[config.mk]
export PLATFORM = sky130hd
export DESIGN_NAME = lmul_uop_seq
export DESIGN_NICKNAME = d
export VERILOG_FILES = /design/src/rtl/lmul_uop_seq.sv
export SDC_FILE = /design/constraint.sdc
export NUM_CORES = 1
export LEC_CHECK = 0
export BUFFER_PORTS_ARGS = -buffer_cell sky130_fd_sc_hd__buf_2
export CORE_MARGIN = 2
export CORE_UTILIZATION = 30
export CTS_CLUSTER_SIZE = 30
export DETAILED_ROUTE_END_ITERATION = 16
export PLACE_DENSITY = 0.65
export SLEW_MARGIN = 10
export SYNTH_ARGS = -nofsm -noshare
export SYNTH_HDL_FRONTEND = slang
export SYNTH_SLANG_ARGS = --single-unit
[constraint.sdc]
create_clock -name clk -period 2.6 [get_ports clk]
set_clock_uncertainty 0.15 [all_clocks]
set_input_delay 0.26 -clock clk [delete_from_list [all_inputs] [get_ports clk]]
set_output_delay 0.26 -clock clk [all_outputs]
set_load 0.01 [all_outputs]
[src/rtl/lmul_uop_seq.sv]
module lmul_uop_seq #(
  parameter int REG_AW = 5,
  parameter int OPW    = 32,
  parameter int OPC_W  = 6
) (
  input  logic              clk,
  input  logic              rst_n,
  input  logic              cfg_we,
  input  logic [2:0]        cfg_lmul,
  input  logic              in_valid,
  output logic              in_ready,
  input  logic [OPC_W-1:0]  in_op,
  input  logic              in_wide,
  input  logic [REG_AW-1:0] in_vd,
  input  logic [REG_AW-1:0] in_vs1,
  input  logic [REG_AW-1:0] in_vs2,
  input  logic [OPW-1:0]    in_scalar,
  output logic              out_valid,
  input  logic              out_ready,
  output logic [OPC_W-1:0]  out_op,
  output logic [REG_AW-1:0] out_vd,
  output logic [REG_AW-1:0] out_vs1,
  output logic [REG_AW-1:0] out_vs2,
  output logic [OPW-1:0]    out_scalar,
  output logic              out_first,
  output logic              out_last
);
  localparam int CW = 5;

  logic [2:0]        lmul_q;
  logic              busy_q, wide_q;
  logic [CW-1:0]     idx_q, last_q, n_uops;
  logic [OPC_W-1:0]  op_q;
  logic [REG_AW-1:0] vd_q, vs1_q, vs2_q;
  logic [OPW-1:0]    sc_q;
  logic [CW-1:0]     vs1_off;

  wire in_fire  = in_valid && in_ready;
  wire out_fire = busy_q && out_ready;

  always_comb begin
    if (lmul_q[2]) n_uops = CW'(1);
    else           n_uops = CW'((5'd1 << lmul_q[1:0]) << in_wide);
  end

  always_ff @(posedge clk) begin
    if (!rst_n) lmul_q <= 3'd0;
    else if (cfg_we) lmul_q <= cfg_lmul;
  end

  always_ff @(posedge clk) begin
    if (!rst_n) begin
      busy_q <= 1'b0;
      idx_q  <= '0;
      last_q <= '0;
      wide_q <= 1'b0;
      op_q   <= '0;
      vd_q   <= '0;
      vs1_q  <= '0;
      vs2_q  <= '0;
      sc_q   <= '0;
    end else if (in_fire) begin
      busy_q <= 1'b1;
      idx_q  <= '0;
      last_q <= n_uops - CW'(1);
      wide_q <= in_wide;
      op_q   <= in_op;
      vd_q   <= in_vd;
      vs1_q  <= in_vs1;
      vs2_q  <= in_vs2;
      sc_q   <= in_scalar;
    end else if (out_fire) begin
      if (idx_q == last_q) busy_q <= 1'b0;
      else                 idx_q  <= idx_q + CW'(1);
    end
  end

  assign vs1_off    = wide_q ? (idx_q >> 1) : idx_q;
  assign in_ready   = !busy_q;
  assign out_valid  = busy_q;
  assign out_op     = op_q;
  assign out_scalar = sc_q;
  assign out_vd     = vd_q  + REG_AW'(idx_q);
  assign out_vs2    = vs2_q + REG_AW'(idx_q);
  assign out_vs1    = vs1_q + REG_AW'(vs1_off);
  assign out_first  = busy_q && (idx_q == '0);
  assign out_last   = busy_q && (idx_q == last_q);
endmodule


; ---- Word-level counts from Yosys, hierarchy flattened
; Cells that the tools add are included.
[classes]
muxes = 5
n_reduce_logical = 11
addsub = 5
n_eq_ne = 1
shift = 2
n_bitwise = 2
[op_table]
columns = cell, n
row1 = adder 5 bit, 3
row2 = 2-to-1 mux 5 bit, 2
row3 = adder 5 x 1 -> 5 bit (second input constant), 1
row4 = equality test 5 bit, 1
row5 = logical NOT 5 bit, 1
row6 = << shifter 1 x 2 -> 5 bit (first input constant), 1
row7 = << shifter 5 x 1 -> 5 bit, 1
row8 = subtractor 5 x 1 -> 5 bit (second input constant), 1
row9 = logical AND 1 bit, 4
row10 = AND reduction 2 bit, 2
row11 = nonzero test 2 bit, 2
row12 = 2-to-1 mux 1 bit, 3
row13 = inverter 1 bit, 2
row14 = OR reduction 2 bit, 1
row15 = logical NOT 1 bit, 1
[word_totals]
out_inout_bits = 57
reg_bits = 68
wordCells = 36
input_bits = 62

; ---- Depth between registers and ports, before layout
; Gate-level depths: netlist of run 1.
[depth]
ltp_word = 4
ltp_mapped = 8
depth_no_buf = 7

; ---- Worst setup path before layout of run 1
; Ideal clock, no wire load.
[synth_timing]
kind = register -> output
start = register wide_q
end = output port out_vs1[4]
path_slack_ns = 0.475
arrival_ns = 1.715
n_path_buf = 1
stages_incl_launch_ff = 8
required_time_ns = 2.190
path_cell_list = dfxtp_1 -> clkbuf_1 -> o21ai_0 -> ha_1 -> fa_1 -> a21o_1 -> a21oi_1 -> xnor2_1
[synth_via]
elab_chain_len = 2
[synth_lines]
columns = item, line
row1 = from (decl), 31  ; logic busy_q, wide_q;
row2 = from (signal assigned), 66  ; wide_q <= in_wide;
row3 = 2-to-1 mux 5 bit, 78  ; assign vs1_off = wide_q ? (idx_q >> 1) : idx_q;
row4 = adder 5 bit, 85  ; assign out_vs1 = vs1_q + REG_AW'(vs1_off);
row5 = to (decl), 22  ; output logic [REG_AW-1:0] out_vs1,
; No other way between the ends.

; ---- Final worst setup path of run 1
[layout_timing]
start = register idx_q[2]
end = output port out_vs1[3]
[layout_via]
elab_chain_len = 2
[layout_lines]
columns = item, line
row1 = from (decl), 32  ; logic [CW-1:0] idx_q, last_q, n_uops;
row2 = from (signal assigned), 74  ; else idx_q <= idx_q + CW'(1);
row3 = 2-to-1 mux 5 bit, 78
row4 = adder 5 bit, 85
; No other way between the ends.

==> results of run 1 <==
==> worst max-delay path by stage <==
| stage | slack (ns) | endpoint | start | cells after the start |
|---|---|---|---|---|
| 6_report | 0.13 | out_vs1[3] | idx_q[2] | 7 |
| 5_1_grt | 0.02 | out_vs1[3] | idx_q[2] | 7 |
| 4_1_cts | 0.03 | out_vs1[4] | idx_q[0] | 8 |
| 3_5_place_dp | 0.19 | out_vs1[3] | idx_q[1] | 7 |
| 3_3_place_gp | 0.29 | out_vs1[3] | idx_q[1] | 7 |
| 2_1_floorplan | 0.47 | out_vs1[4] | wide_q | 7 |
==> area by class of cell <==
class	instances	area (sq um)	area share [%]
multi-input cells	278	1600	36.2
flip-flops and latches	68	1370	30.9
well taps	136	170	3.85
repair buffers	165	1040	23.4
clock buffers	9	124	2.80
clock inverters	7	91.3	2.07
inverters	8	30.0	0.680
==> timing repair <==
action,in CTS,in global routing
hold endpoints to repair,34,3
pin swaps,0,0
gates resized for setup,4,4
setup endpoints to repair,2,1
hold buffers,34,3
gates cloned,0,0
buffers inserted,0,0
==> power groups by stage <==
| stage | registers [mW] | clock network [mW] | logic, mW |
|---|---|---|---|
| floorplan | 1.18 | 0 | 0.202 |
| global placement | 1.16 | 0 | 0.366 |
| detailed placement | 1.17 | 0 | 0.374 |
| CTS | 1.14 | 0.990 | 0.415 |
| global route | 1.15 | 1.05 | 0.463 |
| finish | 1.14 | 0.960 | 0.417 |
==> cells by family after synthesis <==
family / after synthesis / synth area share [%]
simple gates: 148 / 19.7
compound gates: 83 / 14.8
flops: 68 / 44.1
buf+inv: 33 / 4.62
xor+xnor: 19 / 5.39
fa+ha+maj: 18 / 8.03
mux: 10 / 3.33
==> stage by stage <==
stage	hold WS (ns)	cells	utilization [%]	setup WS [ns]
4_1_cts	0.000845	668	43.2	0.0288
3_3_place_gp	0.290	618	37.7	0.285
3_5_place_dp	0.293	618	37.7	0.190
2_1_floorplan	0.243	379	-	0.475
6_report	0.00103	671	43.6	0.134
5_1_grt	0.000534	671	43.6	0.0165
==> synthesized netlist by cell type (2+ instances only) <==
library cell	instances	area, sq um
nand2_1	122	458
dfxtp_1	68	1360
a21oi_1	66	330
ha_1	15	188
clkbuf_1	12	45.0
xnor2_1	10	87.6
buf_2	9	45.0
xor2_1	9	78.8
inv_1	8	30.0
mux2i_1	8	80.1
nor2_1	8	30.0
a21o_1	6	45.0
o21ai_0	4	20.0
or3_1	4	25.0
buf_1	3	11.3
fa_1	3	60.1
mux2_2	2	22.5
nand2b_1	2	12.5
nand4_1	2	12.5
==> flip-flops by register name (all words and copies together) (netlist names) <==
register	count
out_scalar	32
out_op	6
idx_q	5
last_q	5
vd_q	5
vs1_q	5
vs2_q	5
lmul_q	3
out_valid	1
wide_q	1
==> worst register-to-register path, cell delays in order (launching register included) <==
cell and delay (ns):
dfxtp_1 0.31, buf_4 0.15, nor2b_4 0.50, buf_4 0.35, nand2_1 0.08, a21oi_1 0.13
==> routing by layer <==
layer / share of wire, % / up-vias / routed length [um]
met5: 0 / - / 0
met2: 46 / 80 / 3910
met4: 1.7 / 0 / 142
met1: 46 / 1380 / 3930
met3: 6.2 / 12 / 525
li1: - / 1549 / -
==> flow_summary.json, run 1 <==
{
  "outcome": "finished, final reports clean",
  "whs_endpoint": "lmul_q[1]",
  "synth_flop_cell": "dfxtp_1",
  "peakVddDrop_uv": 289,
  "cts-buffers-inserted": 9,
  "crit_slowest_cell": "dfxtp_1",
  "cp.arrival_ns": 2.06,
  "placement.io_buffers": 118,
  "tightest_slew_ns": 0.611,
  "critPathCaptureType": "primary output",
  "min_path_cells": 3,
  "firstDrtPassIters": 4,
  "p_sw_mw": 0.685,
  "vias": 3021,
  "leakage_nw": 2.14,
  "drive_above_1_share_pct": 29.7,
  "syn_nets": 459,
  "rsz0062_at_grt": "no",
  "critPathBufInv": 1,
  "tritoncts": "done",
  "cts-htree-levels": 3,
  "antenna_found_initial": 0,
  "yosysSeqAreaShare_pct": 44.1,
  "nNetsFinal": 610,
  "cp.required_ns": 2.19,
  "rows": 37,
  "critPathTopFamily": "flip-flops",
  "root_buffer": "clkbuf_8",
  "grt_busiest_layer": "met2",
  "min-delay-start": "cfg_lmul[1]",
  "grt_util_met2_pct": 24.5,
  "p_sw_share_pct": 27.2,
  "worst_setup_path_start_kind": "flop",
  "grt_pass1_vias": 2912,
  "reg2reg_depth": 5,
  "syn_area_sq_um": 3090,
  "start_util_pct": 30.4,
  "use_met3_pct": 4.76,
  "use_met1_pct": 19.1,
  "clk_pin_slew_ns": 0.08,
  "fmax_ghz": 0.405,
  "ys_async_sr_fraction_pct": 0,
  "synth_edf_count": 0,
  "dp_hpwl_mm": 5.88,
  "yosysWarnings": 0,
  "overflow": 0,
  "setup_violations": 0,
  "path_class": "flop to primary output",
  "p_per_area_nw_per_um2": 570,
  "ioPinCount": 119,
  "coreArea_sq_um": 10100,
  "drc": 0,
  "area_growth_syn_to_layout_pct": 43.2,
  "rr_startpoint": "out_valid",
  "fin_crit_sh_pct": 94.9,
  "hold_viol": 0,
  "die_x_um": 105,
  "intPower_mw": 1.83,
  "regToRegSetupSlack_ns": 0.86,
  "crit_chain": "nand2_1 > o21ai_1 > ha_1 > a21o_1 > a21oi_1 > xnor2_1 > buf_2",
  "routabilityCongestion": 0.769,
  "via_per_inst": 4.50,
  "fin_crit_ns": 2.47,
  "drt_iter0_drc": 140,
  "synth_seq_cells": 68,
  "ant_nets": 0,
  "layout_common_cells": "121 x nand2_1, 118 x buf_2, 65 x a21oi_1, 65 x dfxtp_1, 37 x dlygate4sd3_1",
  "hold_class": "input pin to flop",
  "crit_fanout": 10,
  "numClockSinks": 68,
  "max_stage_delay_ns": 0.56,
  "syn_area_per_cell_sq_um": 8.14,
  "p_clk_share_pct": 38.1,
  "placed_area_sq_um": 3820,
  "max_slew_margin_pct": 59.2,
  "grt_pass1_wl_mm": 13.6,
  "grt_max_degree": 33,
  "clock_latency_ns": 0.35,
  "die-height_um": 105,
  "power_mw": 2.52,
  "reg2reg_to": "out_scalar[27]",
  "p_seq_share_pct": 45.3,
  "cap_violations": 0,
  "final_area_sq_um": 4420,
  "synth_cell_types": 37,
  "wire_per_inst_um": 12.7,
  "setup-tns-final_ns": 0,
  "pwr-share-comb_pct": 16.6,
  "track_usage_pct": 15.1,
  "die_area_sq_um": 11100,
  "num_antenna_cells": 0,
  "final_common_cell": "nand2_1",
  "wl_mm": 8.51,
  "nFillCells": 999,
  "drv_slew": 0,
  "cts_buffer_depth": 2,
  "netlist_instances": 379
}
Power figures use the tool's default switching activity.
==> run 2, diff against run 1 <==
==> constraint.sdc (replaced) <==
create_clock -name clk -period 2.6 [get_ports clk]
set_clock_uncertainty 0.15 [all_clocks]
set_input_delay 0.26 -clock clk [delete_from_list [all_inputs] [get_ports clk]]
set_output_delay 0.26 -clock clk [all_outputs]
set_load 0.05 [all_outputs]
==> flow_summary.json, run 2 (synthesis gave the netlist of run 1 again) <==
{
  "hold_class": "input pin to flop",
  "cts_setup_buffers": 0,
  "nNetsFinal": 619,
  "fin_crit_sh_pct": 96.9,
  "crit_fanout": 8,
  "fin_ws_ns": 0.0810,
  "min-delay-start": "in_scalar[28]",
  "antenna_found_initial": 1,
  "vias": 3082,
  "cap_violations": 0,
  "cp.required_ns": 2.19,
  "die_x_um": 105,
  "ioPinCount": 119,
  "root_buffer": "clkbuf_8",
  "leakage_nw": 2.19,
  "grt_pass1_wl_mm": 14.3,
  "reg2reg_to": "vs2_q[2]",
  "start_util_pct": 30.4,
  "via_per_inst": 4.53,
  "place_ws_ns": 0.185,
  "cts-buffers-inserted": 9,
  "drive_above_1_share_pct": 29.6,
  "path_class": "flop to primary output",
  "die_area_sq_um": 11100,
  "placement.io_buffers": 118,
  "dp_hpwl_mm": 5.79,
  "tightest_slew_ns": 0.700,
  "outcome": "finished, final reports clean",
  "numClockSinks": 68,
  "setup_violations": 0,
  "ant_nets": 0,
  "critPathCaptureType": "primary output",
  "overflow": 0,
  "cts_buffer_depth": 2,
  "routabilityCongestion": 0.801,
  "rows": 37,
  "firstDrtPassIters": 4,
  "p_per_area_nw_per_um2": 597,
  "crit_end": "out_vs1[4]",
  "critPathLaunch": "wide_q",
  "area_growth_syn_to_layout_pct": 47.2,
  "hold_viol": 0,
  "worst_setup_path_start_kind": "flop",
  "drc": 0,
  "coreArea_sq_um": 10100,
  "largest_reg_flops": 32,
  "die-height_um": 105,
  "cp.arrival_ns": 2.11,
  "tritoncts": "done",
  "rr_startpoint": "out_valid",
  "track_usage_pct": 16.2,
  "clock_latency_ns": 0.34,
  "max_slew_margin_pct": 53.2,
  "peakVddDrop_uv": 246,
  "cts-htree-levels": 3,
  "final_common_cell": "nand2_1",
  "fmax_ghz": 0.397,
  "drv_slew": 0,
  "grt_pass1_vias": 3012,
  "power_mw": 2.71,
  "reg2reg_depth": 5,
  "clk_pin_slew_ns": 0.08,
  "wl_mm": 8.82,
  "fin_crit_ns": 2.52,
  "grt_max_degree": 33,
  "layout_common_cells": "121 x nand2_1, 115 x buf_2, 65 x a21oi_1, 65 x dfxtp_1, 46 x dlygate4sd3_1",
  "hold_ws_ns": 0.0150,
  "regToRegSetupSlack_ns": 0.70,
  "drt_iter0_drc": 126,
  "wire_per_inst_um": 13.0,
  "rsz0062_at_grt": "yes"
}
==> run 2: worst max-delay path, stage by stage (launching register included) <==
cell,delay (ns)
dfxtp_2,0.40
mux2_2,0.35
ha_1,0.32
a21o_1,0.20
a21oi_2,0.14
xnor2_1,0.13
buf_4,0.22
==> run 2: cell type report <==
cell class / instances / area [sq um]
fillers: 1002 / 5600
inverters: 8 / 30.0
diodes: 1 / 2.50
clock buffers: 11 / 141
repair buffers: 174 / 1150
clock inverters: 5 / 75.1
flip-flops and latches: 68 / 1370
well taps: 136 / 170
multi-input cells: 278 / 1610
==> run 2: how the worst min path moves through the flow <==
stage / end / slack (ns) / cells past startpoint
3_3_place_gp: out_scalar[27] / 0.29 / 2
4_1_cts: out_scalar[28] / 0.001 / 3
2_1_floorplan: last_q[4] / 0.24 / 1
6_report: out_scalar[28] / 0.01 / 3
3_5_place_dp: out_scalar[1] / 0.29 / 2
5_1_grt: vs2_q[0] / 0.01 / 3
==> run 2: timing repair <==
item	CTS	global route
pin swaps	0	0
hold endpoints to repair	46	0
hold buffers	46	0
resized for setup	8	5
gates cloned	0	0
endpoints found under the setup margin	4	3
==> run 2: through the flow <==
step           cells  util [%]  instance area (sq um)  TNS (ns)
2_1_floorplan    379         -                   3090         0
3_3_place_gp     618      37.9                   3840         0
3_5_place_dp     618      37.9                   3840         0
4_1_cts          680      44.7                   4530         0
5_1_grt          681      44.8                   4540   -0.0133
6_report         681      44.8                   4540         0
==> run 2: metal layers <==
layer  wire length, um  GRT usage [%]  vias to the layer above
met5                 0              0                        -
met4               263           8.10                        0
met3               427           3.46                       20
met2              4150           26.4                       83
met1              3980           20.0                     1414
li1                  -              -                     1565
==> run 2: report_power, final <==
part	switching (mW)	internal [mW]	leakage, nW
Sequential	0.0422	1.10	0.560
Combinational	0.396	0.206	1.52
Clock	0.402	0.562	0.113
